**src/rtl/srt_sd_pkg.sv**
```systemverilog
package srt_sd_pkg;

  // Strobes from the sequencer to the datapath, one per activity
  typedef struct packed {
    logic loadOps;    // capture operands and sign
    logic loadRem;    // remainder <= dividend, clear quotient
    logic calcTerms;  // register the four adder outputs
    logic stepDigit;  // select digit, update remainder
  } srtStrobe_t;

  typedef enum logic [2:0] {
    ST_IDLE,
    ST_PREP,
    ST_CALC,
    ST_STEP,
    ST_FIN
  } srtState_t;

endpackage

```
**src/rtl/srt_sd_mbadd.sv**
```systemverilog
// Carry-free add of a signed-digit vector and a plain binary vector.
// Digit i: s = m + b in {-1..2}; transfer t = (s >= 1), interim u = s - 2t
// (u in {-1,0}); result digit i = u[i] + t[i-1], always in {-1,0,1}.
module srt_sd_mbadd #(
  parameter int DIGITS = 10
) (
  input  logic [DIGITS-1:0] mPos,
  input  logic [DIGITS-1:0] mNeg,
  input  logic [DIGITS-1:0] bBits,
  output logic [DIGITS:0]   sPos,
  output logic [DIGITS:0]   sNeg
);

  logic [DIGITS-1:0] xfer;
  logic [DIGITS-1:0] interim;

  for (genvar i = 0; i < DIGITS; i++) begin : g_dig
    assign xfer[i]    = mPos[i] | (bBits[i] & ~mNeg[i]);
    assign interim[i] = (mPos[i] & ~bBits[i]) | (mNeg[i] & ~bBits[i]) |
                        (~mPos[i] & ~mNeg[i] & bBits[i]);
    if (i == 0) begin : g_lsb
      assign sPos[i] = 1'b0;
      assign sNeg[i] = interim[i];
    end else begin : g_mid
      assign sPos[i] = xfer[i-1] & ~interim[i];
      assign sNeg[i] = interim[i] & ~xfer[i-1];
    end
  end

  assign sPos[DIGITS] = xfer[DIGITS-1];
  assign sNeg[DIGITS] = 1'b0;

endmodule

```
**src/rtl/srt_datapath.sv**
```systemverilog
module srt_datapath
  import srt_sd_pkg::*;
#(
  parameter int FRAC_W   = 8,
  parameter int MAX_ITER = 12
) (
  input  logic                clk,
  input  logic                rstN,
  input  srtStrobe_t          strobe,
  input  logic                numSign,
  input  logic [FRAC_W-1:0]   numMag,
  input  logic                denSign,
  input  logic [FRAC_W-1:0]   denMag,
  output logic                quoSign,
  output logic [MAX_ITER-1:0] quoPos,
  output logic [MAX_ITER-1:0] quoNeg
);

  localparam int RW = FRAC_W + 2;   // remainder digits: weights 2, 1, fraction
  localparam int TW = RW + 1;       // adder output digits
  localparam int LW = TW + 1;       // doubled update digits
  localparam logic [RW-1:0] HALF_BITS = {{(RW-1){1'b0}}, 1'b1} << (FRAC_W - 1);
  localparam logic [LW-1:0] UPPER_MASK = ~(({{(LW-1){1'b0}}, 1'b1} << FRAC_W) -
                                           {{(LW-1){1'b0}}, 1'b1});

  // Sign of the leading nonzero digit: 2'b01 positive, 2'b10 negative, 2'b00 zero
  function automatic logic [1:0] leadSign(input logic [LW-1:0] p, input logic [LW-1:0] n);
    logic [1:0] res;
    logic found;
    res = 2'b00;
    found = 1'b0;
    for (int i = LW - 1; i >= 0; i--) begin
      if (!found && (p[i] | n[i])) begin
        found = 1'b1;
        res = {n[i], p[i]};
      end
    end
    return res;
  endfunction

  logic [FRAC_W-1:0] numReg, denReg;
  logic              signReg;
  logic [RW-1:0]     remPos, remNeg;
  logic [TW-1:0]     sumPos [4];
  logic [TW-1:0]     sumNeg [4];
  logic [TW-1:0]     termPos [4];
  logic [TW-1:0]     termNeg [4];
  logic [MAX_ITER-1:0] quoPosR, quoNegR;

  // Terms: 0 = W + 1/2, 1 = 1/2 - W, 2 = W + D, 3 = D - W
  for (genvar t = 0; t < 4; t++) begin : g_term
    logic [RW-1:0] opPos, opNeg, opBin;
    if (t % 2 == 1) begin : g_negW
      assign opPos = remNeg;
      assign opNeg = remPos;
    end else begin : g_posW
      assign opPos = remPos;
      assign opNeg = remNeg;
    end
    if (t < 2) begin : g_half
      assign opBin = HALF_BITS;
    end else begin : g_den
      assign opBin = {2'b00, denReg};
    end
    srt_sd_mbadd #(.DIGITS(RW)) u_add (
      .mPos (opPos),
      .mNeg (opNeg),
      .bBits(opBin),
      .sPos (sumPos[t]),
      .sNeg (sumNeg[t])
    );
  end

  logic [1:0]    leadHi, leadLo, foldSign;
  logic          qPos, qNeg;
  logic [TW-1:0] updPos, updNeg;
  logic [LW-1:0] dblPos, dblNeg;
  logic [RW-1:0] nextPos, nextNeg;

  always_comb begin
    leadHi = leadSign({1'b0, termPos[0]}, {1'b0, termNeg[0]});
    leadLo = leadSign({1'b0, termPos[1]}, {1'b0, termNeg[1]});
    if (leadHi != 2'b01) begin
      qPos = 1'b0; qNeg = 1'b1;
      updPos = termPos[2]; updNeg = termNeg[2];
    end else if (leadLo != 2'b01) begin
      qPos = 1'b1; qNeg = 1'b0;
      updPos = termNeg[3]; updNeg = termPos[3];   // negate D - W
    end else begin
      qPos = 1'b0; qNeg = 1'b0;
      updPos = {1'b0, remPos}; updNeg = {1'b0, remNeg};
    end
    dblPos = {updPos, 1'b0};
    dblNeg = {updNeg, 1'b0};
    // |next W| < 1: all integer digits collapse into the weight-1 digit
    foldSign = leadSign(dblPos & UPPER_MASK, dblNeg & UPPER_MASK);
    nextPos = {1'b0, foldSign[0], dblPos[FRAC_W-1:0]};
    nextNeg = {1'b0, foldSign[1], dblNeg[FRAC_W-1:0]};
  end

  always_ff @(posedge clk or negedge rstN) begin
    if (!rstN) begin
      numReg  <= '0;
      denReg  <= '0;
      signReg <= 1'b0;
      remPos  <= '0;
      remNeg  <= '0;
      quoPosR <= '0;
      quoNegR <= '0;
      for (int t = 0; t < 4; t++) begin
        termPos[t] <= '0;
        termNeg[t] <= '0;
      end
    end else begin
      if (strobe.loadOps) begin
        numReg  <= numMag;
        denReg  <= denMag;
        signReg <= numSign ^ denSign;
      end
      if (strobe.loadRem) begin
        remPos  <= {2'b00, numReg};
        remNeg  <= '0;
        quoPosR <= '0;
        quoNegR <= '0;
      end
      if (strobe.calcTerms) begin
        for (int t = 0; t < 4; t++) begin
          termPos[t] <= sumPos[t];
          termNeg[t] <= sumNeg[t];
        end
      end
      if (strobe.stepDigit) begin
        remPos  <= nextPos;
        remNeg  <= nextNeg;
        quoPosR <= {quoPosR[MAX_ITER-2:0], qPos};
        quoNegR <= {quoNegR[MAX_ITER-2:0], qNeg};
      end
    end
  end

  assign quoSign = signReg;
  assign quoPos  = quoPosR;
  assign quoNeg  = quoNegR;

endmodule

```
**src/rtl/srt_control.sv**
```systemverilog
module srt_control
  import srt_sd_pkg::*;
#(
  parameter int MAX_ITER = 12,
  localparam int CNT_W = $clog2(MAX_ITER + 1)
) (
  input  logic             clk,
  input  logic             rstN,
  input  logic             start,
  input  logic [CNT_W-1:0] iterCount,
  output srtStrobe_t       strobe,
  output logic             busy,
  output logic             done
);

  srtState_t        state;
  logic [CNT_W-1:0] iterReg, cnt, cntNext;

  assign cntNext = cnt + 1'b1;

  always_ff @(posedge clk or negedge rstN) begin
    if (!rstN) begin
      state   <= ST_IDLE;
      iterReg <= '0;
      cnt     <= '0;
      done    <= 1'b0;
    end else begin
      done <= 1'b0;
      unique case (state)
        ST_IDLE: if (start) begin
          iterReg <= iterCount;
          state   <= ST_PREP;
        end
        ST_PREP: begin
          cnt   <= '0;
          state <= ST_CALC;
        end
        ST_CALC: state <= ST_STEP;
        ST_STEP: begin
          cnt   <= cntNext;
          state <= (cntNext == iterReg) ? ST_FIN : ST_CALC;
        end
        ST_FIN: begin
          done  <= 1'b1;
          state <= ST_IDLE;
        end
        default: state <= ST_IDLE;
      endcase
    end
  end

  always_comb begin
    strobe.loadOps   = (state == ST_IDLE) && start;
    strobe.loadRem   = (state == ST_PREP);
    strobe.calcTerms = (state == ST_CALC);
    strobe.stepDigit = (state == ST_STEP);
  end

  assign busy = (state != ST_IDLE);

endmodule

```
**src/rtl/srt_sd_divider.sv**
```systemverilog
module srt_sd_divider
  import srt_sd_pkg::*;
#(
  parameter int FRAC_W   = 8,
  parameter int MAX_ITER = 12,
  localparam int CNT_W   = $clog2(MAX_ITER + 1)
) (
  input  logic                clk,
  input  logic                rstN,
  input  logic                start,
  input  logic                numSign,
  input  logic [FRAC_W-1:0]   numMag,
  input  logic                denSign,
  input  logic [FRAC_W-1:0]   denMag,
  input  logic [CNT_W-1:0]    iterCount,
  output logic                busy,
  output logic                done,
  output logic                quoSign,
  output logic [MAX_ITER-1:0] quoPos,
  output logic [MAX_ITER-1:0] quoNeg
);

  srtStrobe_t strobe;

  srt_control #(.MAX_ITER(MAX_ITER)) u_ctrl (
    .clk      (clk),
    .rstN     (rstN),
    .start    (start),
    .iterCount(iterCount),
    .strobe   (strobe),
    .busy     (busy),
    .done     (done)
  );

  srt_datapath #(.FRAC_W(FRAC_W), .MAX_ITER(MAX_ITER)) u_dp (
    .clk     (clk),
    .rstN    (rstN),
    .strobe  (strobe),
    .numSign (numSign),
    .numMag  (numMag),
    .denSign (denSign),
    .denMag  (denMag),
    .quoSign (quoSign),
    .quoPos  (quoPos),
    .quoNeg  (quoNeg)
  );

endmodule

```
**config.mk**
```make
export PLATFORM = sky130hd
export DESIGN_NAME = srt_sd_divider
export DESIGN_NICKNAME = d
export VERILOG_FILES = /design/src/rtl/srt_sd_pkg.sv /design/src/rtl/srt_sd_mbadd.sv /design/src/rtl/srt_datapath.sv /design/src/rtl/srt_control.sv /design/src/rtl/srt_sd_divider.sv
export SDC_FILE = /design/constraint.sdc
export NUM_CORES = 1
export LEC_CHECK = 0
export BUFFER_PORTS_ARGS = -buffer_cell sky130_fd_sc_hd__buf_4
export CORE_ASPECT_RATIO = 0.7
export CORE_MARGIN = 5
export CORE_UTILIZATION = 45
export DETAILED_ROUTE_END_ITERATION = 16
export SETUP_SLACK_MARGIN = 0.2
export SLEW_MARGIN = 25
export SYNTH_ARGS = -nofsm -noshare
export SYNTH_HDL_FRONTEND = slang
export SYNTH_HIERARCHICAL = 1
export SYNTH_SLANG_ARGS = --single-unit
export TNS_END_PERCENT = 1
```
**constraint.sdc**
```tcl
create_clock -name clk -period 2.36 [get_ports clk]
set_clock_uncertainty 0.15 [all_clocks]
set_input_delay 0.472 -clock clk [delete_from_list [all_inputs] [get_ports clk]]
set_output_delay 0.472 -clock clk [all_outputs]
set_load 0.02 [all_outputs]
```
# Word level (Yosys, flattened, before mapping)
# Cells that the tools add are included.
# classes
add_sub_neg,1
eq_ne,8
muxes,68
bitwise_logic,242
reduce_logical,51
# op_table
op,count
$and A1 B1 Y1,116
$or A1 B1 Y1,65
$not A1 Y1,60
$mux W10,5
$mux W2,24
$mux W12,3
$mux W11,3
$mux W1,29
$logic_and A1 B1 Y1,24
$logic_not A1 Y1,23
$pmux W3 S4,1
$pmux W4 S2,1
$eq A3 B2 Y1 const B,2
$mux W3,2
$add A4 B1 Y4 const B,1
$eq A4 B4 Y1,1
$ne A2 B1 Y1 const B,2
$eq A3 B1 Y1 const B,1
$eq A3 B3 Y1 const B,1
$logic_not A3 Y1,1
$reduce_bool A3 Y1,1
$ne A2 B2 Y1 const B,1
$reduce_and A2 Y1,1
$reduce_bool A2 Y1,1
$xor A1 B1 Y1,1
# totals
ff_bits,153
in_bits,25
output_inout_bits,27
wordCells,389

# Depth between registers and ports, before layout
# depth
word_depth,46
depth_mapped,9

# Modules after synthesis
# The synthesis kept the hierarchy.
# modules_own_cells
module,instances,cells_per_inst,area_per_inst_um2
srt_datapath,1,512,6279.8
srt_sd_mbadd,4,61,391.6
srt_control,1,54,619.3

# Worst setup path after synthesis
# OpenSTA, ideal clock, no wires.
# synth_path
path_kind,register to register
from,reg u_dp/termPos[37] (netlist bit)
to,reg u_dp.remNeg[4] (netlist: u_dp/g_term[0].opNeg[4])
setup_ns,0.122
arrival_time_ns,2.092
required_time_ns,2.088
setup_slack_ns,-0.003
path_stages_with_launch,10
n_path_buf,2
period_less_slack_ns,2.363
path_cell_list,dfrtp_1 or4_1 a221oi_2 o31a_1 mux2i_1 and2_1 buf_6 buf_6 o21a_1 a32o_1
# synth_between
elab_chain_cells,18
# synth_lines
item,line_no,rtl
"start, declared",srt_datapath.sv:46,logic [TW-1:0] termPos [4];
"start signal, assigned by index",srt_datapath.sv:128,termPos[t] <= sumPos[t];
$or A1 B1 Y1,srt_datapath.sv:33,if (!found && (p[i] | n[i])) begin
$logic_and A1 B1 Y1,srt_datapath.sv:33,
$mux W1,srt_datapath.sv:33,
$logic_not A1 Y1,srt_datapath.sv:33,
$logic_and A1 B1 Y1,srt_datapath.sv:33,
$mux W1,srt_datapath.sv:33,
$logic_not A1 Y1,srt_datapath.sv:33,
$logic_and A1 B1 Y1,srt_datapath.sv:33,
[2 not listed],--,
$logic_and A1 B1 Y1,srt_datapath.sv:33,
$mux W1,srt_datapath.sv:33,
$logic_not A1 Y1,srt_datapath.sv:33,
$logic_and A1 B1 Y1,srt_datapath.sv:33,
$mux W2 (*),srt_datapath.sv:33,
$ne A2 B1 Y1 (*),srt_datapath.sv:83,if (leadHi != 2'b01) begin
$mux W11 (*),srt_datapath.sv:83,
$mux W10 (*),srt_datapath.sv:132,if (strobe.stepDigit) begin
"end signal, assigned",srt_datapath.sv:134,remNeg <= nextNeg;
"end, declared",srt_datapath.sv:43,"logic [RW-1:0] remPos, remNeg;"
# Every way passes the cells marked *; elsewhere a longest branch is shown, timed or not.
# A chain may end at the register's enable or synchronous reset.

# Worst setup path after layout
# layout_path
from,reg u_dp/termPos[32] (netlist bit)
to,reg u_dp.remPos[1] (netlist: u_dp/g_term[0].opPos[1])
# layout_between
elab_chain_cells,35
# layout_lines
item,line_no,rtl
$mux W1,srt_datapath.sv:33,
$logic_not A1 Y1,srt_datapath.sv:33,
$logic_and A1 B1 Y1,srt_datapath.sv:33,
$mux W1,srt_datapath.sv:33,
$logic_not A1 Y1,srt_datapath.sv:33,
$logic_and A1 B1 Y1,srt_datapath.sv:33,
$mux W1,srt_datapath.sv:33,
$logic_not A1 Y1,srt_datapath.sv:33,
[19 not listed],--,
$mux W1,srt_datapath.sv:33,
$logic_not A1 Y1,srt_datapath.sv:33,
$logic_and A1 B1 Y1,srt_datapath.sv:33,
$mux W2 (*),srt_datapath.sv:33,
$ne A2 B1 Y1 (*),srt_datapath.sv:86,end else if (leadLo != 2'b01) begin
$mux W10 (*),srt_datapath.sv:86,
$mux W11 (*),srt_datapath.sv:83,
$mux W10 (*),srt_datapath.sv:132,
"end signal, assigned",srt_datapath.sv:121,"remPos <= {2'b00, numReg};"
"end signal, assigned",srt_datapath.sv:133,remPos <= nextPos;
"end, declared",srt_datapath.sv:43,
# Marked as above.

==> flow_summary.ini <==
[run_status]
result_of_the_run = completed

[power]
power_density_nw_per_um2 = 1469
power.share.combinational = 0.478
clock_power_share = 0.183
seqPwrFrac = 0.338
power.switching_mw = 5.980
p_int_mw = 9.432
switching_share_of_power = 0.3880
max-vdd-ir-drop_v = 0.0008688
static-leakage-power_nw = 4.871

[clock_network]
clock_tree.buffer_depth = 2
cts_inserted_buffers = 17
cts_tree = built
cts_htree_levels = 4
insertion_delay_ps = 420
root_buffer_selected_by_cts = clkbuf_16
worst_setup_hold_path_clk_slew_ps = 70
clkSinkCount = 158

[synth]
postSynth.asyncResetShare = 1.000
yosysSeqAreaShare = 0.4670
post-synth-top-area-cell = dfrtp_1
synth_warnings = 6
post-synth-top-area-fraction = 0.4670
dominantRegCellSynth = dfrtp_1
ys_top_cells_by_area = dfrtp_1, mux2_2, o21ai_0
post_synth_instance_area_um2 = 8466
number_of_enable_flip_flop_cells_after_synthesis = 0
post_synth_inst_count = 810
avgSynthCellArea_um2 = 10.45
synth.distinct_cells = 58
synth_seq_cells = 158

[timing]
layout_setup_ws_ps = 31.54
max_clock_freq_mhz = 429.5
final_number_of_max_transition_violations = 0
fin_crit_sh = 0.9866
final_hold_viol_count = 0
hold_slack_ps = 124.3
timing.slew.headroom = 0.5002
finalSetupViolations = 0
setup_repair_after_global_routing_missed_its_margin = true
minimum_clock_period_after_layout_ps = 2328
worst_tran_pin_value_ps = 748.9

[routing]
maxUsedRoutingLayer = met4
drtIter0Drc = 349
drc = 0
met3RoutedLength_um = 858
via_count = 6391
first_pass_iters = 5
wl_met2_um = 8350
routed_wirelength_um = 19150
drt-vias-per-instance = 5.142
detail-route-antenna-nets = 0
route.layer.met1.wl_um = 9801
detail_route.wl_per_cell_um = 15.40

[placement]
detailed_place.area_um2 = 9717
place_congestion = 0.7468
port_buffers = 51
detailed_place_hpwl_um = 12930
dpl_worst_slack_ps = -131.1

[floorplan]
initial_core_utilization = 0.4525
std_cell_rows = 42
die_area_um2 = 21700
chipHeight_um = 124.8
die-width_um = 173.9
floorplan.core_area_um2 = 18710
io-pin-count = 52

[final_layout]
number_of_nets_in_the_final_layout = 1015
drive_gt1_frac = 0.2537
insertedDiodeCount = 0
postLayoutCellArea_um2 = 10490
area_delta_synth_final_pct = 23.91
layout_common_cells = dfrtp_1, conb_1, mux2_2, buf_4, o21ai_0
final_common_cell = dfrtp_1

[critical_path]
worst_setup_path_endpoint = u_dp/g_term[0].opPos[1]
worst_path_dominant_cell_family = simple AND/OR/NAND/NOR gates
critical_path.cell_chain = nor4_2 -> nand3_1 -> a221o_1 -> o31ai_4 -> buf_12 -> mux2_2 -> nor2_1 -> o22ai_1
r2r.worst_path.cells = 8
timing.critical_path.from = u_dp/termPos[32]
setup_crit_end_kind = flop
critPathKind = flop to flop
crit_arrival_ps = 2460
cp_slowest_stage_delay_ps = 390
setup.worst_path.start_class = flop
rr_startpoint = u_dp/termPos[32]
rrSetupSlack_ps = 30
worstPathBufferInverterCount = 1
timing.critical_path.slowest_stage_cell = dfrtp_1
critical_path_peak_fanout = 12
worst-endpoint-required_ps = 2490
worstReg2RegEnd = u_dp/g_term[0].opPos[1]
critical_path_depth = 8

[grt]
overall_global_routing_usage = 0.1832
vias_in_the_first_global_route = 6485
overflow = 0
grt_start_max_net_pins = 55
first_pass_grt_wire_length_um = 32780
antenna_found_initial = 0

[flow_run]
maxCapViolCount = 0

[worst_hold_path]
worst_hold_path_type = input pin to flop
==> sequential cells by signal (all words and copies together), names as in the netlist, 8 cells and up <==
signal,count
u_dp/quoPos,12
u_dp/termPos,44
u_dp/g_term.opNeg,8
u_dp/quoNeg,12
u_dp/numReg,8
u_dp/g_term.opPos,9
u_dp/denReg,8
u_dp/termNeg,44
==> routing by layer <==
metal / global-route usage / vias up
li1: - / 3177
met1: 0.2687 / 3098
met2: 0.2781 / 106
met3: 0.04369 / 10
met4: 0.03723 / 0
met5: 0 / -
==> power groups by stage <==
stage | clock, mW | combinational (mW) | sequential [mW]
2_1_floorplan | 0 | 4.92 | 4.92
3_3_place_gp | 0 | 6.74 | 5.19
3_5_place_dp | 0 | 6.87 | 5.22
4_1_cts | 2.90 | 7.31 | 5.20
5_1_grt | 3.01 | 8.16 | 5.42
6_report | 2.82 | 7.37 | 5.22
==> worst reg2reg max path, delay by kind of cell (launching register included) <==
kind	cells	cell delay (ps)
simple gates	3	550
buf+inv	1	210
compound gates	3	540
mux	1	340
flops	1	390
==> logic make-up (layout without fill, tap and decap cells) <==
| group | after synthesis | count (layout) | synth area share |
|---|---|---|---|
| AND/OR/NAND/NOR | 242 | 242 | 0.1683 |
| other | 6 | 110 | 0.002660 |
| flip-flops | 158 | 158 | 0.4670 |
| AO/OA/AOI/OAI | 175 | 175 | 0.1363 |
| buffers and inverters | 92 | 179 | 0.04730 |
| XOR/XNOR | 12 | 12 | 0.01242 |
| adder cells (fa/ha/maj) | 1 | 1 | 0.001478 |
| multiplexers | 124 | 124 | 0.1645 |
==> synth_stat cells (all sizes together) (5+ instances only) <==
cell / instances
mux2i: 18
or2b: 32
conb: 6
o22ai: 8
nor2: 30
a22o: 6
o21a: 5
a21oi: 13
nor4: 7
dfrtp: 158
and4: 36
clkbuf: 19
nor3: 9
nand2b: 8
a22oi: 36
o21ai: 77
nand2: 63
a32o: 5
buf: 18
mux2: 106
nor2b: 6
inv: 55
xnor2: 9
or3: 37
==> final cells by class <==
type / count / area [µm²]
Clock buffer: 17 / 425.4
Clock inverter: 14 / 168.9
Fill cell: 1649 / 8218
Inverter: 55 / 206.4
Multi-Input combinational cell: 664 / 4583
Sequential cell: 158 / 3956
Tap cell: 242 / 302.8
Timing Repair Buffer: 93 / 847.1
==> worst min-delay path by stage <==
| stage | endpoint | from | slack (ps) | cells past startpoint |
|---|---|---|---|---|
| 6_report | u_ctrl/iterReg[2] | iterCount[2] | 120 | 2 |
| 5_1_grt | u_ctrl/iterReg[3] | iterCount[3] | 100 | 2 |
| 4_1_cts | u_ctrl/iterReg[2] | iterCount[2] | 100 | 2 |
| 3_5_place_dp | u_dp/termPos[22] | rstN | 220 | 1 |
| 3_3_place_gp | u_dp/termPos[22] | rstN | 220 | 1 |
| 2_1_floorplan | u_ctrl/cnt[0] | rstN | 30 | 0 |
==> through the flow <==
step                        util  setup TNS [ps]  instances  power, mW
final                     0.5607               0       1243      15.41
after global routing      0.5607          -958.5       1243      16.58
after CTS                 0.5585               0       1243      15.40
after detailed placement  0.5194          -668.9       1206      12.09
after global placement    0.5194          -297.5       1206      11.94
after floorplan                -               0        914      9.836
==> timing repair <==
action / in CTS / in global routing
hold buffers: 1 / 0
gates cloned: 1 / 0
buffers inserted: 4 / 0
endpoints found under the hold margin: 24 / 0
pin swaps: 23 / 14
endpoints found under the setup margin: 18 / 35
gates resized for setup: 15 / 11
(Power assumes the default switching activity.)
